File: config.mk
export PLATFORM = sky130hd
export DESIGN_NAME = rtc_write_guard
export DESIGN_NICKNAME = d
export VERILOG_FILES = /design/src/rtl/rtc_guard_pkg.sv /design/src/rtl/guard_datapath.sv /design/src/rtl/guard_ctrl.sv /design/src/rtl/rtc_write_guard.sv
export SDC_FILE = /design/constraint.sdc
export NUM_CORES = 1
export LEC_CHECK = 0
export BUFFER_PORTS_ARGS = -buffer_cell sky130_fd_sc_hd__buf_2
export CAP_MARGIN = 20
export CORE_MARGIN = 3
export CORE_UTILIZATION = 34
export CTS_BUF_LIST = sky130_fd_sc_hd__clkbuf_4 sky130_fd_sc_hd__clkbuf_8
export DETAILED_ROUTE_END_ITERATION = 12
export PLACE_DENSITY = 0.81
export RECOVER_POWER = 25
export SLEW_MARGIN = 20
export SYNTH_ARGS = -nofsm -noshare
export SYNTH_HDL_FRONTEND = slang
export SYNTH_SLANG_ARGS = --single-unit
export TNS_END_PERCENT = 50
File: constraint.sdc
create_clock -name clk -period 1.6 [get_ports clk]
set_clock_uncertainty 0.2 [all_clocks]
set_input_delay 0.16 -clock clk [delete_from_list [all_inputs] [get_ports clk]]
set_output_delay 0.16 -clock clk [all_outputs]
set_load 0.1 [all_outputs]
File: src/rtl/rtc_guard_pkg.sv
package rtc_guard_pkg;
  localparam int ADDR_W = 4;
  localparam int DATA_W = 32;
  localparam int KEY_W  = 8;
  localparam int NUM_ADDR = 1 << ADDR_W;

  localparam logic [ADDR_W-1:0] ADDR_STATUS = 4'd0;
  localparam logic [ADDR_W-1:0] ADDR_KEY    = 4'd1;
  localparam logic [ADDR_W-1:0] ADDR_CTRL   = 4'd2;
  localparam logic [ADDR_W-1:0] ADDR_ALARM  = 4'd3;
  localparam logic [ADDR_W-1:0] ADDR_TIME   = 4'd4;
  localparam logic [ADDR_W-1:0] ADDR_DATE   = 4'd5;
  localparam logic [ADDR_W-1:0] ADDR_DIV    = 4'd6;

  localparam logic [KEY_W-1:0] KEY_OPEN_A = 8'hCA;
  localparam logic [KEY_W-1:0] KEY_OPEN_B = 8'h53;

  localparam int BIT_REQ  = 7;
  localparam int BIT_ACT  = 6;
  localparam int BIT_SYNC = 5;
  localparam int BIT_DONE = 4;

  typedef enum logic [1:0] {
    KS_LOCKED = 2'd0,
    KS_HALF   = 2'd1,
    KS_OPEN   = 2'd2
  } keyState_e;

  typedef struct packed {
    logic keyWr;
    logic keyFirst;
    logic keySecond;
    logic otherWr;
    logic statWr;
    logic statReq;
    logic statClrSync;
  } busStrb_t;

  typedef struct packed {
    logic unlocked;
    logic initReq;
    logic initActive;
    logic shadowSync;
  } ctlState_t;
endpackage

File: src/rtl/guard_datapath.sv
module guard_datapath
  import rtc_guard_pkg::*;
(
  input  logic              clk,
  input  logic              rstN,
  input  logic [ADDR_W-1:0] busAddr,
  input  logic [DATA_W-1:0] busWdata,
  input  logic              busWe,
  input  ctlState_t         ctl,
  output busStrb_t          strb,
  output logic [DATA_W-1:0] busRdata,
  output logic              ctrlWrEn,
  output logic              calWrEn,
  output logic              calInitDone
);
  logic [NUM_ADDR-1:0] regHit;
  logic unusedData;

  for (genvar g = 0; g < NUM_ADDR; g++) begin : gHit
    assign regHit[g] = (busAddr == ADDR_W'(g));
  end

  assign unusedData = ^busWdata[DATA_W-1:KEY_W];

  always_comb begin
    strb.keyWr       = busWe & regHit[ADDR_KEY];
    strb.keyFirst    = strb.keyWr & (busWdata[KEY_W-1:0] == KEY_OPEN_A);
    strb.keySecond   = strb.keyWr & (busWdata[KEY_W-1:0] == KEY_OPEN_B);
    strb.otherWr     = busWe & ~regHit[ADDR_KEY];
    strb.statWr      = busWe & regHit[ADDR_STATUS];
    strb.statReq     = busWdata[BIT_REQ];
    strb.statClrSync = strb.statWr & ~busWdata[BIT_SYNC];
  end

  logic ctrlHit, calHit;
  assign ctrlHit  = regHit[ADDR_CTRL] | regHit[ADDR_ALARM];
  assign calHit   = regHit[ADDR_TIME] | regHit[ADDR_DATE] | regHit[ADDR_DIV];
  assign ctrlWrEn = busWe & ctl.unlocked & ctrlHit;
  assign calWrEn  = busWe & ctl.unlocked & ctl.initActive & calHit;

  always_ff @(posedge clk or negedge rstN) begin
    if (!rstN) calInitDone <= 1'b0;
    else if (calWrEn && regHit[ADDR_DATE]) calInitDone <= 1'b1;
  end

  always_comb begin
    busRdata = '0;
    if (regHit[ADDR_STATUS]) begin
      busRdata[BIT_REQ]  = ctl.initReq;
      busRdata[BIT_ACT]  = ctl.initActive;
      busRdata[BIT_SYNC] = ctl.shadowSync;
      busRdata[BIT_DONE] = calInitDone;
    end
  end

  AST_DONE_STICKY: assert property (@(posedge clk) disable iff (!rstN)
    calInitDone |=> calInitDone);
endmodule

File: src/rtl/guard_ctrl.sv
module guard_ctrl
  import rtc_guard_pkg::*;
#(
  parameter int ACK_TICKS  = 2,
  parameter int SYNC_TICKS = 2
) (
  input  logic      clk,
  input  logic      rstN,
  input  logic      slowTick,
  input  busStrb_t  strb,
  output ctlState_t ctl,
  output logic      shadowLoad
);
  localparam int ACK_W  = $clog2(ACK_TICKS > 1 ? ACK_TICKS : 2);
  localparam int SYNC_W = $clog2(SYNC_TICKS > 1 ? SYNC_TICKS : 2);

  keyState_e keyState, keyNext;
  logic [ACK_W-1:0]  ackCnt;
  logic [SYNC_W-1:0] syncCnt;
  logic initReq, initActive, shadowSync;

  always_comb begin
    keyNext = keyState;
    if (strb.keyWr) begin
      if (strb.keyFirst) keyNext = KS_HALF;
      else if (strb.keySecond && keyState == KS_HALF) keyNext = KS_OPEN;
      else keyNext = KS_LOCKED;
    end else if (strb.otherWr && keyState == KS_HALF) begin
      keyNext = KS_LOCKED;
    end
  end

  always_ff @(posedge clk or negedge rstN) begin
    if (!rstN) keyState <= KS_LOCKED;
    else       keyState <= keyNext;
  end

  always_ff @(posedge clk or negedge rstN) begin
    if (!rstN) initReq <= 1'b0;
    else if (strb.statWr && keyState == KS_OPEN) initReq <= strb.statReq;
  end

  always_ff @(posedge clk or negedge rstN) begin
    if (!rstN) begin
      initActive <= 1'b0;
      ackCnt     <= '0;
    end else if (!initReq) begin
      initActive <= 1'b0;
      ackCnt     <= '0;
    end else if (!initActive && slowTick) begin
      if (ackCnt == ACK_W'(ACK_TICKS - 1)) begin
        initActive <= 1'b1;
        ackCnt     <= '0;
      end else begin
        ackCnt <= ackCnt + 1'b1;
      end
    end
  end

  assign shadowLoad = slowTick & ~initActive;

  always_ff @(posedge clk or negedge rstN) begin
    if (!rstN) begin
      shadowSync <= 1'b0;
      syncCnt    <= '0;
    end else if (strb.statClrSync) begin
      shadowSync <= 1'b0;
      syncCnt    <= '0;
    end else if (!shadowSync && shadowLoad) begin
      if (syncCnt == SYNC_W'(SYNC_TICKS - 1)) begin
        shadowSync <= 1'b1;
        syncCnt    <= '0;
      end else begin
        syncCnt <= syncCnt + 1'b1;
      end
    end
  end

  assign ctl.unlocked   = (keyState == KS_OPEN);
  assign ctl.initReq    = initReq;
  assign ctl.initActive = initActive;
  assign ctl.shadowSync = shadowSync;

  AST_UNLOCK_SEQ: assert property (@(posedge clk) disable iff (!rstN)
    $rose(ctl.unlocked) |-> $past(strb.keySecond));
  AST_BAD_KEY_LOCKS: assert property (@(posedge clk) disable iff (!rstN)
    (strb.keyWr && !strb.keySecond) |=> !ctl.unlocked);
  AST_HALF_BROKEN: assert property (@(posedge clk) disable iff (!rstN)
    (keyState == KS_HALF && strb.otherWr) |=> !ctl.unlocked);
  AST_INIT_RISE: assert property (@(posedge clk) disable iff (!rstN)
    $rose(initActive) |-> $past(initReq && slowTick));
  AST_INIT_DROP: assert property (@(posedge clk) disable iff (!rstN)
    !initReq |=> !initActive);
  AST_SYNC_CLEAR: assert property (@(posedge clk) disable iff (!rstN)
    strb.statClrSync |=> !shadowSync);
endmodule

File: src/rtl/rtc_write_guard.sv
module rtc_write_guard
  import rtc_guard_pkg::*;
#(
  parameter int ACK_TICKS  = 2,
  parameter int SYNC_TICKS = 2
) (
  input  logic              clk,
  input  logic              rstN,
  input  logic [ADDR_W-1:0] busAddr,
  input  logic [DATA_W-1:0] busWdata,
  input  logic              busWe,
  output logic [DATA_W-1:0] busRdata,
  input  logic              slowTick,
  output logic              unlocked,
  output logic              ctrlWrEn,
  output logic              calWrEn,
  output logic              initActive,
  output logic              shadowSync,
  output logic              shadowLoad,
  output logic              calInitDone
);
  busStrb_t  strb;
  ctlState_t ctl;

  guard_datapath i_datapath (
    .clk(clk), .rstN(rstN), .busAddr(busAddr), .busWdata(busWdata),
    .busWe(busWe), .ctl(ctl), .strb(strb), .busRdata(busRdata),
    .ctrlWrEn(ctrlWrEn), .calWrEn(calWrEn), .calInitDone(calInitDone)
  );

  guard_ctrl #(.ACK_TICKS(ACK_TICKS), .SYNC_TICKS(SYNC_TICKS)) i_ctrl (
    .clk(clk), .rstN(rstN), .slowTick(slowTick), .strb(strb),
    .ctl(ctl), .shadowLoad(shadowLoad)
  );

  assign unlocked   = ctl.unlocked;
  assign initActive = ctl.initActive;
  assign shadowSync = ctl.shadowSync;
endmodule

==> results.json <==
{
  "status": "finished, violations left",
  "antenna_left": 0,
  "synth-xor-area-share": 0.0251,
  "routabilityCongestion": 0.685,
  "netlist_instances": 75,
  "arrival_ns": 1.41,
  "grt-ovfl-total": 0,
  "ir_drop_mv": 0.587,
  "fp-row-count": 15,
  "timing.final.crit_share": 1.11,
  "drc": 0,
  "cts_tree": "done",
  "synthArstFlopShare": 1.00,
  "track_usage": 0.117,
  "cts_max_level": 1,
  "violations": "negative setup slack",
  "numClockSinks": 8,
  "dr.pass1.iters": 3,
  "dr.first_iter.drc_count": 3,
  "die-height_um": 51.3,
  "fmax_ghz": 0.564,
  "wl_per_cell_um": 10.9,
  "io_pins": 79,
  "grt_pass1_vias": 522,
  "cts_made_buffers": 3,
  "synth_area_per_cell_um2": 9.31,
  "core_um2": 1840,
  "clkTransAtPathRegs_ns": 0.06,
  "fill_cells": 166,
  "synth_mux_area_frac": 0.0502,
  "antenna_cells": 0,
  "vias": 570,
  "start_util": 0.380,
  "synth.cell_area_um2": 698,
  "reg2reg_to": "i_ctrl.initReq",
  "antenna_found_initial": 0,
  "hp-start": "busAddr[0]",
  "final_cell_mix": "28 x conb_1, 17 x buf_2, 8 x dlygate4sd3_1, 8 x buf_12, 7 x dfrtp_1",
  "cts.path.max_buffers": 2,
  "routed_wl_mm": 1.53,
  "post-route-min-period_ns": 1.77,
  "setup_ws_ns": -0.171,
  "synth_compound_area_frac": 0.0394,
  "crit_end": "calWrEn",
  "p_leak_nw": 0.516,
  "post-route-cell-area_um2": 1040,
  "dieArea_um2": 2630,
  "worstReg2RegStart": "i_ctrl.keyState[0]",
  "synth_seq_area_share": 0.287,
  "synth_top_family_by_area": "buffers and inverters",
  "grt_pass1_wl_mm": 2.21,
  "grt_setup_unrepaired": "true",
  "powerDensity_nw_per_um2": 1010,
  "hold_viol": 0,
  "ys_types": 27,
  "vias_per_cell": 4.04,
  "yosys.area_share.simple": 0.281,
  "grt_max_degree": 9,
  "critPathCaptureType": "output port",
  "area_growth_pct": 49.1,
  "drive_gt1_frac": 0.388,
  "r2r_cells": 4,
  "start_kind": "flip-flop",
  "post-route-util": 0.566,
  "dieWidth_um": 51.3,
  "layout_commonest_cell": "conb_1",
  "synth_fa_ha_area_frac": 0,
  "dpl-instance-area_um2": 906,
  "nets": 157,
  "finalSetupViolations": 2,
  "max_cap_violations": 0,
  "port_buffers": 26,
  "required_ns": 1.24,
  "hold_class": "in2reg",
  "finalPower_mw": 1.05,
  "slew_violations": 0,
  "ys.flop_type": "dfrtp_1",
  "crit_start": "i_ctrl.keyState[0]",
  "crit_type": "reg2out",
  "yosys_warnings": 0,
  "clock-root-buffer": "clkbuf_4",
  "ys_seq_elements": 8,
  "preCtsSetupSlack_ns": 0.0727,
  "crit_fanout": 2,
  "insertion_delay_ns": 0.27,
  "r2r_setup_slack_ns": 0.17,
  "synth_edf_count": 0,
  "dpl.hpwl_mm": 1.19,
  "tns_ns": -0.298
}
## cells in the mapped netlist, types with 2 or more instances
cell type | number | area [um^2]
a21oi_1 | 3 | 15.0
nand4_1 | 2 | 12.5
inv_1 | 2 | 7.51
nor3b_2 | 2 | 25.0
mux2i_1 | 2 | 20.0
nor4bb_1 | 2 | 20.0
and2_1 | 5 | 31.3
buf_4 | 28 | 210
nor2b_1 | 2 | 12.5
dfrtp_1 | 8 | 200
nor2_1 | 3 | 11.3
## through the flow
step	hold slack [ns]	std cells
floorplan	-0.336	102
global placement	-0.195	126
detailed placement	-0.186	126
CTS	0.0100	140
global route	0.0148	141
finish	0.00976	141
## worst min-delay path by stage
stage / endpoint / slack, ns / depth (start not counted)
global placement: i_datapath.calInitDone / -0.20 / 1
finish: i_datapath.calInitDone / 0.01 / 3
floorplan: i_ctrl.ackCnt / -0.34 / 0
global route: i_datapath.calInitDone / 0.01 / 3
detailed placement: i_datapath.calInitDone / -0.19 / 1
CTS: i_datapath.calInitDone / 0.01 / 3
## sequential cells by signal, indices dropped and copies added (netlist names)
name                    flops
i_ctrl.ackCnt               1
i_ctrl.shadowSync           1
i_ctrl.initReq              1
i_ctrl.initActive           1
i_datapath.calInitDone      1
i_ctrl.keyState             2
i_ctrl.syncCnt              1
## routing by layer
layer	GRT usage	share of wire	up-vias
li1	-	-	274
met1	0.111	0.35	258
met2	0.223	0.54	36
met3	0.0204	0.082	2
met4	0.0786	0.018	0
met5	0	0	-
## power by group
group	internal, mW	switching, mW	leakage [nW]	total (mW)
registers	0.238	0.0318	0.0998	0.270
logic	0.120	0.456	0.398	0.576
clock network	0.114	0.0894	0.0184	0.203
## logic make-up after synthesis
family | count (synthesis)
mux | 3
flops | 8
simple gates | 26
buf+inv | 30
other cells | 1
xor+xnor | 2
compound gates | 5
## cell type report
| cell class | count | area (um^2) | share of cell area |
|---|---|---|---|
| well taps | 25 | 31.3 | 0.0300 |
| inverters | 2 | 7.51 | 0.00721 |
| repair buffers | 38 | 359 | 0.345 |
| flip-flops and latches | 8 | 204 | 0.196 |
| clock buffers | 4 | 30.0 | 0.0288 |
| multi-input cells | 64 | 409 | 0.393 |
## worst max-delay path: stages (launching register included)
cell and delay (ns):
dfrtp_1 0.37, and2b_4 0.25, nand4_1 0.15, a21oi_4 0.18
buf_12 0.19
## timing repair
item                                   4_1_cts  5_1_grt
setup endpoints to repair                    2        2
buffers inserted                             2        1
endpoints found under the hold margin       13        0
hold buffers                                 8        0
gates resized for setup                      1        0
pin swaps                                    1        0
Note: power is estimated with default switching activity, not from simulation.
